`config.mk`:
```
export PLATFORM = sky130hd
export DESIGN_NAME = dir_lptr_top
export DESIGN_NICKNAME = d
export VERILOG_FILES = /design/src/rtl/dirlp_pkg.sv /design/src/rtl/cvec_expand.sv /design/src/rtl/dir_entry.sv /design/src/rtl/dir_lptr_top.sv
export SDC_FILE = /design/constraint.sdc
export NUM_CORES = 1
export LEC_CHECK = 0
export ABC_AREA = 1
export BUFFER_PORTS_ARGS = -buffer_cell sky130_fd_sc_hd__buf_4
export CAP_MARGIN = 40
export CORE_MARGIN = 2
export CORE_UTILIZATION = 65
export DETAILED_ROUTE_END_ITERATION = 6
export PLACE_DENSITY = 0.91
export SETUP_SLACK_MARGIN = 0.15
export SYNTH_ARGS = -nofsm -noshare
export SYNTH_HDL_FRONTEND = slang
export SYNTH_SLANG_ARGS = --single-unit
```
`constraint.sdc`:
```
create_clock -name clk -period 5.89 [get_ports clk]
set_clock_uncertainty 0.1 [all_clocks]
set_input_delay 1.178 -clock clk [delete_from_list [all_inputs] [get_ports clk]]
set_output_delay 1.178 -clock clk [all_outputs]
set_load 0.005 [all_outputs]
```
`src/rtl/dirlp_pkg.sv`:
```
package dirlp_pkg;

    typedef enum logic [1:0] {
        ST_IDLE     = 2'd0,
        ST_EXACT    = 2'd1,
        ST_OVERFLOW = 2'd2
    } ent_state_t;

    typedef enum logic [1:0] {
        POL_BCAST   = 2'b00,
        POL_REPLACE = 2'b01,
        POL_COARSE  = 2'b10,
        POL_ALT     = 2'b11
    } ovf_policy_t;

endpackage

```
`src/rtl/cvec_expand.sv`:
```
module cvec_expand #(
    parameter int NODES = 16,
    parameter int GRP   = 2,
    localparam int CV_W = (NODES + GRP - 1) / GRP
) (
    input  logic [CV_W-1:0]  cvec,
    output logic [NODES-1:0] node_mask
);

    for (genvar n = 0; n < NODES; n++) begin : g_node
        assign node_mask[n] = cvec[n / GRP];
    end

endmodule

```
`src/rtl/dir_entry.sv`:
```
module dir_entry
    import dirlp_pkg::*;
#(
    parameter int NODES = 16,
    parameter int NPTR  = 2,
    parameter int GRP   = 2,
    localparam int NID_W = $clog2(NODES),
    localparam int CV_W  = (NODES + GRP - 1) / GRP,
    localparam int RR_W  = (NPTR > 1) ? $clog2(NPTR) : 1
) (
    input  logic             clk,
    input  logic             rst_n,
    input  logic             sel,
    input  logic             wr,
    input  logic [NID_W-1:0] node,
    input  logic [1:0]       policy,
    output logic             inv_flag,
    output logic [NODES-1:0] inv_mask
);

    ent_state_t                  st_q, st_n;
    logic [NPTR-1:0][NID_W-1:0]  ptr_q, ptr_n;
    logic [NPTR-1:0]             pv_q, pv_n;
    logic [CV_W-1:0]             cvec_q, cvec_n;
    logic [RR_W-1:0]             rr_q, rr_n;

    logic [NODES-1:0] coarse_mask;
    logic [NODES-1:0] exact_mask;
    logic [NODES-1:0] writer_bit;
    logic [CV_W-1:0]  ptr_groups;
    logic             hit;
    logic             have_free;
    int               free_idx;

    cvec_expand #(.NODES(NODES), .GRP(GRP)) u_expand (
        .cvec      (cvec_q),
        .node_mask (coarse_mask)
    );

    // State register
    always_ff @(posedge clk or negedge rst_n) begin
        if (!rst_n) begin
            st_q   <= ST_IDLE;
            ptr_q  <= '0;
            pv_q   <= '0;
            cvec_q <= '0;
            rr_q   <= '0;
        end else begin
            st_q   <= st_n;
            ptr_q  <= ptr_n;
            pv_q   <= pv_n;
            cvec_q <= cvec_n;
            rr_q   <= rr_n;
        end
    end

    // Pointer lookup
    always_comb begin
        hit        = 1'b0;
        have_free  = 1'b0;
        free_idx   = 0;
        exact_mask = '0;
        ptr_groups = '0;
        writer_bit = '0;
        writer_bit[node] = 1'b1;
        for (int i = NPTR - 1; i >= 0; i--) begin
            if (pv_q[i]) begin
                if (ptr_q[i] == node) hit = 1'b1;
                exact_mask[ptr_q[i]] = 1'b1;
                ptr_groups[int'(ptr_q[i]) / GRP] = 1'b1;
            end else begin
                have_free = 1'b1;
                free_idx  = i;
            end
        end
    end

    // Next state and outputs
    always_comb begin
        st_n     = st_q;
        ptr_n    = ptr_q;
        pv_n     = pv_q;
        cvec_n   = cvec_q;
        rr_n     = rr_q;
        inv_flag = 1'b0;
        inv_mask = '0;
        if (sel && wr) begin
            inv_flag = 1'b1;
            if (st_q == ST_EXACT)         inv_mask = exact_mask & ~writer_bit;
            else if (st_q == ST_OVERFLOW) inv_mask = coarse_mask & ~writer_bit;
            st_n     = ST_EXACT;
            pv_n     = '0;
            pv_n[0]  = 1'b1;
            ptr_n    = '0;
            ptr_n[0] = node;
            cvec_n   = '0;
            rr_n     = '0;
        end else if (sel) begin
            unique case (st_q)
                ST_IDLE: begin
                    ptr_n[0] = node;
                    pv_n[0]  = 1'b1;
                    st_n     = ST_EXACT;
                end
                ST_EXACT: begin
                    if (hit) begin
                        st_n = ST_EXACT;
                    end else if (have_free) begin
                        ptr_n[free_idx] = node;
                        pv_n[free_idx]  = 1'b1;
                    end else if (policy == POL_REPLACE) begin
                        inv_flag            = 1'b1;
                        inv_mask[ptr_q[rr_q]] = 1'b1;
                        ptr_n[rr_q]         = node;
                        rr_n = (rr_q == RR_W'(NPTR - 1)) ? '0 : rr_q + 1'b1;
                    end else if (policy == POL_COARSE) begin
                        cvec_n = ptr_groups;
                        cvec_n[int'(node) / GRP] = 1'b1;
                        st_n   = ST_OVERFLOW;
                    end else begin
                        cvec_n = '1;
                        st_n   = ST_OVERFLOW;
                    end
                end
                ST_OVERFLOW: begin
                    cvec_n[int'(node) / GRP] = 1'b1;
                end
                default: st_n = ST_IDLE;
            endcase
        end
    end

    AST_IDLE_EMPTY: assert property (@(posedge clk) disable iff (!rst_n)
        st_q == ST_IDLE |-> pv_q == '0);

    AST_WRITE_LEAVES_WRITER: assert property (@(posedge clk) disable iff (!rst_n)
        sel && wr |=> st_q == ST_EXACT && pv_q == NPTR'(1) && ptr_q[0] == $past(node));

    AST_OVERFLOW_HAS_GROUPS: assert property (@(posedge clk) disable iff (!rst_n)
        st_q == ST_OVERFLOW |-> cvec_q != '0);

    AST_EVICT_SINGLE: assert property (@(posedge clk) disable iff (!rst_n)
        sel && !wr && inv_flag |-> $countones(inv_mask) == 1);

endmodule

```
`src/rtl/dir_lptr_top.sv`:
```
module dir_lptr_top #(
    parameter int NODES = 16,
    parameter int NPTR  = 2,
    parameter int GRP   = 2,
    parameter int NENT  = 4,
    localparam int NID_W = $clog2(NODES),
    localparam int ENT_W = (NENT > 1) ? $clog2(NENT) : 1
) (
    input  logic             clk,
    input  logic             rst_n,
    input  logic             req_valid,
    input  logic             req_write,
    input  logic [ENT_W-1:0] req_entry,
    input  logic [NID_W-1:0] req_node,
    input  logic [1:0]       policy,
    output logic             inv_valid,
    output logic [NODES-1:0] inv_mask
);

    logic [NENT-1:0]             ent_flag;
    logic [NENT-1:0][NODES-1:0]  ent_mask;
    logic                        any_flag;
    logic [NODES-1:0]            any_mask;

    for (genvar e = 0; e < NENT; e++) begin : g_ent
        dir_entry #(.NODES(NODES), .NPTR(NPTR), .GRP(GRP)) u_entry (
            .clk      (clk),
            .rst_n    (rst_n),
            .sel      (req_valid && (req_entry == ENT_W'(e))),
            .wr       (req_write),
            .node     (req_node),
            .policy   (policy),
            .inv_flag (ent_flag[e]),
            .inv_mask (ent_mask[e])
        );
    end

    always_comb begin
        any_flag = 1'b0;
        any_mask = '0;
        for (int e = 0; e < NENT; e++) begin
            any_flag = any_flag | ent_flag[e];
            any_mask = any_mask | ent_mask[e];
        end
    end

    always_ff @(posedge clk or negedge rst_n) begin
        if (!rst_n) begin
            inv_valid <= 1'b0;
            inv_mask  <= '0;
        end else begin
            inv_valid <= any_flag;
            inv_mask  <= any_mask;
        end
    end

    AST_WRITE_REPORTS: assert property (@(posedge clk) disable iff (!rst_n)
        req_valid && req_write |=> inv_valid);

    AST_QUIET_IDLE: assert property (@(posedge clk) disable iff (!rst_n)
        !req_valid |=> !inv_valid && inv_mask == '0);

    AST_WRITER_EXCLUDED: assert property (@(posedge clk) disable iff (!rst_n)
        req_valid && req_write |=> inv_mask[$past(req_node)] == 1'b0);

endmodule

```
======== Word level (Yosys, flattened, before mapping) ========
Index checks and enable logic that the tools add are counted.
operators by class
  magnitude comparators ................... 60
  divide/modulo/power cells ............... 0
  bitwise operators ....................... 35
  add/subtract/negate cells ............... 4
  multipliers ............................. 0
  reductions and logical operators ........ 99
  shift operators ......................... 0
  equality and inequality tests ........... 61
  muxes and demuxes ....................... 314
operators by type and width
  cell                                                                          number
  16-bit two-way mux                                                            40
  8-bit two-way mux                                                             52
  16-bit bitwise AND                                                            8
  16-bit OR                                                                     7
  1-bit two-way mux                                                             111
  8-bit OR                                                                      12
  4-bit two-way mux                                                             20
  4-bit AND reduction                                                           20
  2-bit two-way mux                                                             33
  4-bit by 5-bit less-than comparator with 1-bit output, second input constant  13
  8-bit bitwise mux                                                             8
  8-bit one-hot mux with 2 select lines                                         4
  1-bit demux with 4-bit select                                                 13
  4-bit by 1-bit >= comparator with 1-bit output, second input constant         13
  5-bit AND reduction                                                           8
  1-bit logical AND                                                             38
  3-bit by 4-bit less-than comparator with 1-bit output, second input constant  9
  3-bit nonzero test                                                            12
  4-bit demux with 1-bit select                                                 8
  4-bit == test                                                                 8
  4-bit by 2-bit != test with 1-bit output, second input constant               8
  4-bit one-hot mux with 2 select lines                                         4
  2-bit nonzero test                                                            16
  1-bit demux with 3-bit select                                                 9
  19 further kinds                                                              99
word-level totals
  memories ................................ 0
  memory bits (writable) .................. 0
  output and inout bits ................... 17
  ROM bits ................................ 0
  register bits after elaboration ......... 101
  bits in latches ......................... 0

======== Logic depth before layout (Yosys ltp) ========
Gate-level depths: netlist (run 1).
  depth in word-level cells ............... 15
  mapped depth ............................ 13

======== Cells and area by module ========
A second synthesis (run 1) with hierarchy kept.
unflattened totals
  cell total of the unflattened synthesis .. 1756
  area, all modules ....................... 10714.0 um^2
modules (own cells, without submodules)
  module                             area each (um^2)  cells each  seq. area each (um^2)  times used
  dir_entry at g_ent[1].u_entry ...  2409.8            409         525.5                  3
  dir_entry at g_ent[0].u_entry      2357.3            389         525.5                  1
  dir_lptr_top                       646.9             76          425.4                  1
  cvec_expand                        120.1             16          0.0                    4

======== Worst setup path after synthesis (run 1) ========
No wires, ideal clock.
  path kind ............................... in2reg
  start point ............................. input req_node[1]
  end point ............................... register g_ent[3].u_entry.cvec_q[0]
  cell stages on the path ................. 13
  path slack .............................. 3.323 ns
  arrival time ............................ 2.349 ns
  required time ........................... 5.672 ns
  path through ............................ buf_4 > buf_4 > nand2_1 > nand2_1 > nor2_1 > nand3_1 > nand2_2 > nand2_1 > inv_2 > nor2_4 > inv_2 > nand2_1 > nand2_1
between the ends
  word-level cells in the longest chain between the ends .. 12
  elaborated cells between the ends (all ways) .. 22
  those cells by class .................... order compare: 2; eq/ne: 3; mux: 13; bitwise: 2; reduce/logical: 2
RTL lines
  what                                                                                                                                           RTL line                            source
  from (decl)                                                                                                                                    dir_lptr_top.sv:14                  input logic [NID_W-1:0] req_node,
  3-bit by 4-bit less-than comparator with 1-bit output (implied by the code) or 3-bit by 1-bit >= comparator with 1-bit output (tied branches)  dir_entry.sv:118, dir_entry.sv:126
  1-bit logical AND (implied by the code)                                                                                                        dir_entry.sv:118, dir_entry.sv:126
  1-bit two-way mux (implied by the code)                                                                                                        dir_entry.sv:118, dir_entry.sv:126
  1-bit demux with 3-bit select                                                                                                                  --
  8-bit OR (no line)                                                                                                                             --
  8-bit two-way mux                                                                                                                              dir_entry.sv:116                    end else if (policy == POL_COARSE) begin
  8-bit two-way mux                                                                                                                              dir_entry.sv:111                    end else if (policy == POL_REPLACE) begin
  8-bit two-way mux                                                                                                                              dir_entry.sv:108                    end else if (have_free) begin
  8-bit two-way mux                                                                                                                              dir_entry.sv:106                    if (hit) begin
  8-bit one-hot mux with 2 select lines                                                                                                          dir_entry.sv:99                     unique case (st_q)
  8-bit two-way mux                                                                                                                              dir_entry.sv:98                     end else if (sel) begin
  8-bit two-way mux                                                                                                                              dir_entry.sv:87                     if (sel && wr) begin
  to (signal assigned)                                                                                                                           dir_entry.sv:52                     cvec_q <= cvec_n;
  to (decl)                                                                                                                                      dir_entry.sv:24                     logic [CV_W-1:0] cvec_q, cvec_n;
Several ways; a longest one is shown, not always the timed one. The select of a mux whose other input is x is not followed.
A chain may end at the register's enable or synchronous reset.

======== Worst setup path after layout (run 1) ========
  start point ............................. input req_node[0]
  end point ............................... register inv_mask[15]
between the ends
  word-level cells in the longest chain between the ends .. 12
  elaborated cells between the ends (all ways) .. 65
  those cells by class .................... order compare: 2; eq/ne: 8; mux: 42; bitwise: 12; reduce/logical: 1
RTL lines
  what                                                                                                       RTL line                                           source
  4-bit by 5-bit less-than comparator with 1-bit output (implied by the code), or another cell as far along  dir_entry.sv:65                                    writer_bit[node] = 1'b1;
  1-bit logical AND (implied by the code) or 1-bit two-way mux (tied branches)                               dir_entry.sv:65, dir_entry.sv:68
  1-bit two-way mux, on equally long branches                                                                dir_entry.sv:65, dir_entry.sv:67
  1-bit demux with 4-bit select or 1-bit two-way mux (tied branches)                                         --
  16-bit NOT or 1-bit two-way mux (tied branches)                                                            dir_entry.sv:89, dir_entry.sv:90, dir_entry.sv:67
  16-bit bitwise AND or 16-bit two-way mux (tied branches)                                                   dir_entry.sv:90, dir_entry.sv:106
  16-bit two-way mux, on equally long branches                                                               dir_entry.sv:90, dir_entry.sv:99
  16-bit two-way mux, on equally long branches                                                               dir_entry.sv:89, dir_entry.sv:98
  16-bit two-way mux                                                                                         dir_entry.sv:87
  16-bit OR (2 in series)                                                                                    dir_lptr_top.sv:43                                 any_mask = any_mask | ent_mask[e];
  16-bit OR *                                                                                                dir_lptr_top.sv:43
  net any_mask[15]                                                                                           dir_lptr_top.sv:23                                 logic [NODES-1:0] any_mask;
  to (signal assigned)                                                                                       dir_lptr_top.sv:53                                 inv_mask <= any_mask;
  to (decl)                                                                                                  dir_lptr_top.sv:17                                 output logic [NODES-1:0] inv_mask
Mark *: on every way through the listed nets, which the timed path passes. The rest lies on a longest branch.

==> results of run 1 <==
==> registers in the layout, summed over array words and instances, names as in the netlist <==
register and flops:
g_ent.u_entry.ptr_q 32, g_ent.u_entry.rr_q 4, inv_mask 16, g_ent.u_entry.pv_q 8, inv_valid 1, g_ent.u_entry.st_q 8, g_ent.u_entry.cvec_q 32
==> kinds of logic (layout without fill, tap and decap cells) <==
family / after synthesis / in the layout / synth area share
DFF: 101 / 101 / 0.255
xor gates and xnor gates: 10 / 10 / 0.00882
buffers and inverters: 253 / 225 / 0.106
AOI/OAI and AO/OA: 213 / 213 / 0.121
other: 0 / 1 / 0
and+or+nand+nor: 1147 / 1147 / 0.491
adders and majority gates: 15 / 15 / 0.0189
==> layout by cell type (no fill, tap or decap), types with 2 or more instances in the layout <==
cell and n:
a211oi_1 4, a21oi_1 72, a31oi_1 2, buf_4 31, clkbuf_16 9, dfrtp_1 101
ha_1 15, inv_1 163, inv_2 13, inv_6 2, nand2_1 555, nand2_2 12
nand3_1 197, nand3_2 3, nand4_1 54, nor2_1 273, nor2_2 9, nor2_4 3
nor3_1 34, o211ai_1 17, o21a_1 3, o21ai_0 78, o21ai_1 15, o21ai_2 6
o31ai_1 13, xnor2_1 6, xor2_1 4
==> per-stage QoR <==
step | setup slack [ps] | instances | hold slack, ps | instance area (sq um)
final | 2420 | 1900 | 389 | 10300
after CTS | 2580 | 1899 | 389 | 10300
after global placement | 2310 | 1883 | 364 | 10000
after floorplan | 3320 | 1739 | 349 | 9930
after global routing | 2280 | 1899 | 406 | 10300
after detailed placement | 2230 | 1884 | 371 | 10000
==> worst min path at each step <==
stage	endpoint	slack, ps	from	depth (start not counted)
detailed placement	g_ent[1].u_entry.cvec_q[4]$_DFFE_PN0P_	370	g_ent[1].u_entry.cvec_q[4]$_DFFE_PN0P_	2
floorplan	g_ent[3].u_entry.cvec_q[4]$_DFFE_PN0P_	350	g_ent[3].u_entry.cvec_q[4]$_DFFE_PN0P_	2
global route	g_ent[1].u_entry.cvec_q[4]$_DFFE_PN0P_	410	g_ent[1].u_entry.cvec_q[4]$_DFFE_PN0P_	2
global placement	g_ent[1].u_entry.cvec_q[4]$_DFFE_PN0P_	360	g_ent[1].u_entry.cvec_q[4]$_DFFE_PN0P_	2
CTS	g_ent[1].u_entry.cvec_q[4]$_DFFE_PN0P_	390	g_ent[1].u_entry.cvec_q[4]$_DFFE_PN0P_	2
finish	g_ent[1].u_entry.cvec_q[4]$_DFFE_PN0P_	390	g_ent[1].u_entry.cvec_q[4]$_DFFE_PN0P_	2
==> metal layers <==
metal  global-route usage  up-vias  part of all wire  wire, microns
li1                     -     5553                 -              -
met1                0.629     5435              0.37          14200
met2                0.685     1029              0.41          15600
met3                0.122      226              0.15           5560
met4                0.268        0             0.071           2710
met5                    0        -                 0              0
==> area by class of cell <==
cell class / count / area, sq um / share of cell area
repair buffers: 32 / 248 / 0.0240
well taps: 188 / 235 / 0.0228
inverters: 178 / 671 / 0.0650
clock inverters: 5 / 60.1 / 0.00582
clock buffers: 10 / 229 / 0.0222
diodes: 1 / 2.50 / 0.000242
multi-input cells: 1385 / 6350 / 0.615
flip-flops and latches: 101 / 2530 / 0.245
==> power groups by stage <==
stage	clock, uW	combinational, uW	sequential (uW)
2_1_floorplan	0	2060	1120
3_3_place_gp	0	2480	1330
3_5_place_dp	0	2540	1340
4_1_cts	625	2550	1330
5_1_grt	642	2960	1380
6_report	627	2670	1360
==> worst max-delay path, cell delays in order <==
cell and delay [ps]:
buf_4 220, inv_1 560, nand2_1 110, nand2_1 100, nor2_1 60, nand3_1 130
nand2_2 110, nor2_1 680, nand2_1 220, nor2_1 160, nor2_1 60, nand2_1 60
==> flow_summary_export.csv, run 1 <==
group,metric,value,unit
status,status,"finished clean",
floorplanning,start_util,0.658,
floorplanning,die_w,128,microns
global_route,grt_usage,0.469,
logic_synthesis,synth.area.top_cells,"dfrtp_1 (25%), nand2_1 (21%), nor2_1 (10%)",
sta,slew-limit-headroom,0.377,
logic_synthesis,synth_edf_count,0,
sta,period_share,0.589,
global_route,grt_max_degree,58,
min_path,hp-class,"flip-flop to flip-flop",
clock_tree,clk_transition_reported_paths,70,ps
pwr,p_comb_frac,0.573,
logic_synthesis,ys_warn_count,0,
clock_tree,cts_tree,"built",
place,place_congestion,1.14,
pwr,cellLeakagePower,0.00516,uW
place,place_hpwl,28.2,mm
sta,period_needed,3470,ps
logic_synthesis,synth_nets,1766,
final_layout,nets,1734,
logic_synthesis,netlist_area,0.00993,sq mm
worst_setup_path,criticalPathCategory,"primary input to flip-flop",
clock_tree,ctsHtreeMaxLevel,3,
logic_synthesis,ys.flop_type,"dfrtp_1",
floorplanning,rows,45,
drt,avgViaCountPerCell,6.44,
floorplanning,die_area,0.0163,sq mm
clock_tree,cts.root.buffer_cell,"clkbuf_16",
worst_setup_path,crit_path_end,"inv_mask[15]$_DFF_PN0_",
final_layout,area_growth,3.98,%
pwr,powerDensity,451,mW/mm^2
logic_synthesis,synth_top_area_frac,0.255,
worst_setup_path,crit_fanout,20,
global_route,grt-ovfl-total,0,
global_route,grt_pass1_vias,10900,
sta,rsz0062_at_grt,"no",
logic_synthesis,ys_types,42,
run,max_cap_viol_count,0,
pwr,power.total,4650,uW
pwr,p_seq_frac,0.292,
floorplanning,ios,29,
logic_synthesis,synth.ff_latch_count,101,
worst_setup_path,r2r_slack,3100,ps
drt,drc,0,
clock_tree,cts_buffers,9,
drt,via_count,12200,
logic_synthesis,synthCells,1739,
drt,drt-initial-drc-count,1897,
worst_setup_path,critPathArrivalTime,3670,ps
pwr,vdd_ir_drop_max,339,uV
pwr,switching_share,0.555,
pwr,power.switching,2580,uW
worst_setup_path,critPathLaunchType,"primary input",
clock_tree,postCtsHoldBufs,0,
worst_setup_path,required,6090,ps
logic_synthesis,synth_most_common_cell,"nand2_1",
worst_setup_path,r2r-start,"g_ent[3].u_entry.st_q[1]$_DFFE_PN0P_",
sta,worstMarginPinSlew,931,ps
clock_tree,cts-resized-gates,0,
logic_synthesis,postSynth.asyncResetShare,1.00,
pwr,pwr-share-clk,0.135,
clock_tree,insertion_delay,380,ps
logic_synthesis,synth_area_leader_cell,"dfrtp_1",
final_layout,final_core_util,0.684,
worst_setup_path,rr_worst_depth,10,
logic_synthesis,seq_area_frac_synth,0.255,
clock_tree,cts_buffer_depth,2,
pwr,p_int,2070,uW
drt,wl_per_cell,20.0,microns
logic_synthesis,avgSynthCellArea,5.71,sq um
drt,drt-pass1-iter-count,7,
sta,hold_viol_final,0,
sta,setup-violations-final,0,
sta,fmax,0.288,GHz
sta,finalSetupTns,0,ps
worst_setup_path,reg2reg_to,"g_ent[3].u_entry.cvec_q[6]$_DFFE_PN0P_",
global_route,grt_pass1_wl,59.1,mm
drt,wl,38.0,mm
logic_synthesis,synth_common_cells,"nand2_1 (555), nor2_1 (273), nand3_1 (197)",
place,io_buffers,28,
final_layout,drive_gt1_frac,0.0573,
clock_tree,clock-sinks,101,
sta,slew_violations,0,
clock_tree,cts_setup_buffers,0,
floorplanning,die_h,128,microns
worst_setup_path,cp-end-kind,"flip-flop",
global_route,antenna_found_initial,1,
floorplanning,core_area,0.0151,sq mm
worst_setup_path,startpoint,"req_node[0]",
drt,ant_nets,0,
final_layout,nFillCells,1438,
(Power assumes the default switching activity.)
==> inputs of run 2 (changes only) <==
--- a/config.mk
+++ b/config.mk
@@ -9,9 +9,9 @@
 export BUFFER_PORTS_ARGS = -buffer_cell sky130_fd_sc_hd__buf_4
 export CAP_MARGIN = 40
 export CORE_MARGIN = 2
-export CORE_UTILIZATION = 65
+export CORE_UTILIZATION = 58
 export DETAILED_ROUTE_END_ITERATION = 6
-export PLACE_DENSITY = 0.91
+export PLACE_DENSITY = 0.86
 export SETUP_SLACK_MARGIN = 0.15
 export SYNTH_ARGS = -nofsm -noshare
 export SYNTH_HDL_FRONTEND = slang
==> constraint.sdc (replaced) <==
create_clock -name clk -period 2.8 [get_ports clk]
set_clock_uncertainty 0.1 [all_clocks]
set_input_delay 0.56 -clock clk [delete_from_list [all_inputs] [get_ports clk]]
set_output_delay 0.56 -clock clk [all_outputs]
set_load 0.005 [all_outputs]
==> run 2 against run 1 <==
Combinational power grew 120%. Via count about the same. Highest routed layer unchanged. Critical path depth down 4. Sequential power is 110% higher. Total power rose by 120%. Worst hold slack worse by 360 ps. Largest cell class unchanged. Clock power is 140% higher. Critical endpoint is now inv_mask[7]$_DFF_PN0_. Core utilization decreased by 4.0 points. Wire length grew 3.6%. First-iteration DRC count fell by 9.5%. Die area up 12%. Register-to-register slack worse by 2700 ps.
==> flow_summary_export.csv, run 2 (synthesis gave the netlist of run 1 again) <==
group,metric,value,unit
worst_setup_path,reg2reg_to,"inv_mask[7]$_DFF_PN0_",
place,place_congestion,1.14,
worst_setup_path,critical_path_depth,8,
sta,finalSetupTns,0,ps
drt,via_count,12200,
global_route,grt_util_met3,0.103,
worst_setup_path,critPathLaunchType,"flip-flop",
worst_setup_path,path_cells,"inv_1 -> ha_1 -> a21oi_1 -> nor2_1 -> nand2_1 -> nand2_1 -> o21ai_0 -> nand4_1",
drt,wl_per_cell,20.0,microns
pwr,switching_share,0.542,
pwr,pwr-share-clk,0.147,
final_layout,seqCellArea,0.00253,sq mm
sta,period_needed,2450,ps
clock_tree,insertion_delay,370,ps
worst_setup_path,required,2940,ps
final_layout,multi_input_area,0.00635,sq mm
pwr,p_comb_frac,0.576,
final_layout,final_common_cell,"nand2_1",
final_layout,area_growth,8.04,%
sta,slew_violations,0,
worst_setup_path,slowest_stage,"a21oi_1",
worst_setup_path,cp-end-kind,"flip-flop",
clock_tree,cts-resized-gates,0,
floorplanning,ios,29,
global_route,grt_pass1_wl,60.5,mm
final_layout,design_area,0.0107,sq mm
floorplanning,start_util,0.596,
min_path,hp-class,"primary input to asynchronous set/reset pin",
sta,setup-violations-final,0,
floorplanning,core_area,0.0166,sq mm
final_layout,final_cell_mix,"nand2_1 (555), nor2_1 (273), nand3_1 (197), inv_1 (163), dfrtp_1 (101)",
final_layout,antenna_cells,0,
worst_setup_path,r2r-start,"g_ent[2].u_entry.st_q[0]$_DFFE_PN0P_",
status,status,"finished clean",
drt,drt-initial-drc-count,1716,
global_route,antenna_found_initial,0,
place,place_area,0.0104,sq mm
final_layout,drive_gt1_frac,0.0789,
worst_setup_path,crit_buf_inv,1,
sta,period_share,0.873,
pwr,vdd_ir_drop_max,681,uV
global_route,grt-ovfl-total,0,
pwr,powerDensity,947,mW/mm^2
floorplanning,rows,47,
clock_tree,clk_transition_reported_paths,80,ps
clock_tree,cts.root.buffer_cell,"clkbuf_16",
clock_tree,cts_buffer_depth,2,
clock_tree,clock-sinks,101,
drt,drc,0,
worst_setup_path,critPathMaxStageDelay,570,ps
global_route,grt_usage,0.437,
drt,drt-pass1-iter-count,6,
clock_tree,cts_setup_buffers,0,
global_route,top_usage_layer,"met2",
place,io_buffers,28,
sta,fmax,0.409,GHz
pwr,cellLeakagePower,0.00538,uW
worst_setup_path,critPathArrivalTime,2580,ps
floorplanning,die_h,135,microns
worst_setup_path,cp_top_family,"compound AO/OA/AOI/OAI gates",
sta,slew-limit-headroom,0.514,
global_route,grt_pass1_vias,10900,
clock_tree,cts_tree,"built",
sta,hold_viol_final,0,
global_route,grt_max_degree,50,
drt,avgViaCountPerCell,6.21,
drt,wl,39.4,mm
pwr,power.switching,5500,uW
final_layout,nets,1774,
global_route,grtUsageMet1,0.590,
place,place_hpwl,30.2,mm
clock_tree,ctsHtreeMaxLevel,3,
drt,ant_nets,0,
final_layout,reg_top3,"g_ent.u_entry.cvec_q: 32 flops, g_ent.u_entry.ptr_q: 32 flops, inv_mask: 16 flops",
pwr,p_seq_frac,0.277,
clock_tree,cts_buffers,9,
final_layout,nFillCells,1642,
sta,rsz0062_at_grt,"no",
worst_setup_path,crit_fanout,12,
worst_setup_path,rr_worst_depth,8,
global_route,grt_util_met2,0.655,
run,max_cap_viol_count,0,
floorplanning,die_area,0.0182,sq mm
pwr,p_int,4660,uW
worst_setup_path,cp_common_cell,"nand2_1",
clock_tree,postCtsHoldBufs,0,
sta,worstMarginPinSlew,722,ps
worst_setup_path,r2r_slack,350,ps
worst_setup_path,criticalPathCategory,"flip-flop to flip-flop",
floorplanning,die_w,135,microns
## run 2: how the worst max path moves through the flow
| stage | start | endpoint | slack, ps |
|---|---|---|---|
| floorplan | req_node[1] | g_ent[3].u_entry.cvec_q[0]$_DFFE_PN0P_ | 850 |
| finish | g_ent[2].u_entry.st_q[0]$_DFFE_PN0P_ | inv_mask[7]$_DFF_PN0_ | 350 |
| detailed placement | req_node[0] | g_ent[2].u_entry.cvec_q[4]$_DFFE_PN0P_ | 200 |
| global route | g_ent[1].u_entry.st_q[1]$_DFFE_PN0P_ | inv_mask[8]$_DFF_PN0_ | 270 |
| global placement | req_node[0] | g_ent[0].u_entry.cvec_q[4]$_DFFE_PN0P_ | 210 |
| CTS | g_ent[2].u_entry.st_q[0]$_DFFE_PN0P_ | inv_mask[0]$_DFF_PN0_ | 550 |
## run 2: final cells by class
type / count / share of cell area
clock inverters: 4 / 0.00910
inverters: 178 / 0.0625
flip-flops and latches: 101 / 0.236
repair buffers: 72 / 0.0527
clock buffers: 10 / 0.0223
multi-input cells: 1385 / 0.592
well taps: 220 / 0.0257
## run 2: power by group through the flow
stage,Combinational [uW],Clock [uW],Sequential (uW)
after floorplan,4330,0,2350
after global placement,5530,0,2790
after detailed placement,5590,0,2790
after CTS,5630,1500,2770
after global routing,6430,1550,2880
final,5850,1490,2820
## run 2: stage by stage
step | std cells | hold slack (ps) | worst slack, ps | utilization | power [uW]
floorplan | 1739 | 164 | 851 | - | 6690
global placement | 1956 | 365 | 214 | 0.624 | 8320
detailed placement | 1956 | 367 | 196 | 0.624 | 8380
CTS | 1970 | 40.8 | 551 | 0.644 | 9890
global route | 1970 | 60.1 | 267 | 0.644 | 10900
finish | 1970 | 29.6 | 355 | 0.644 | 10200
## run 2: worst register-to-register path, delay by kind of cell (launching register included)
kind / cells / cell delay (ps)
simple gates: 4 / 430
fa+ha+maj: 1 / 360
compound gates: 2 / 950
buf+inv: 1 / 90
flops: 1 / 400
## run 2: layer usage
layer,wire (microns),share of wire
met1,15200,0.39
met2,16400,0.42
met3,5330,0.14
met4,2450,0.062
met5,0,0
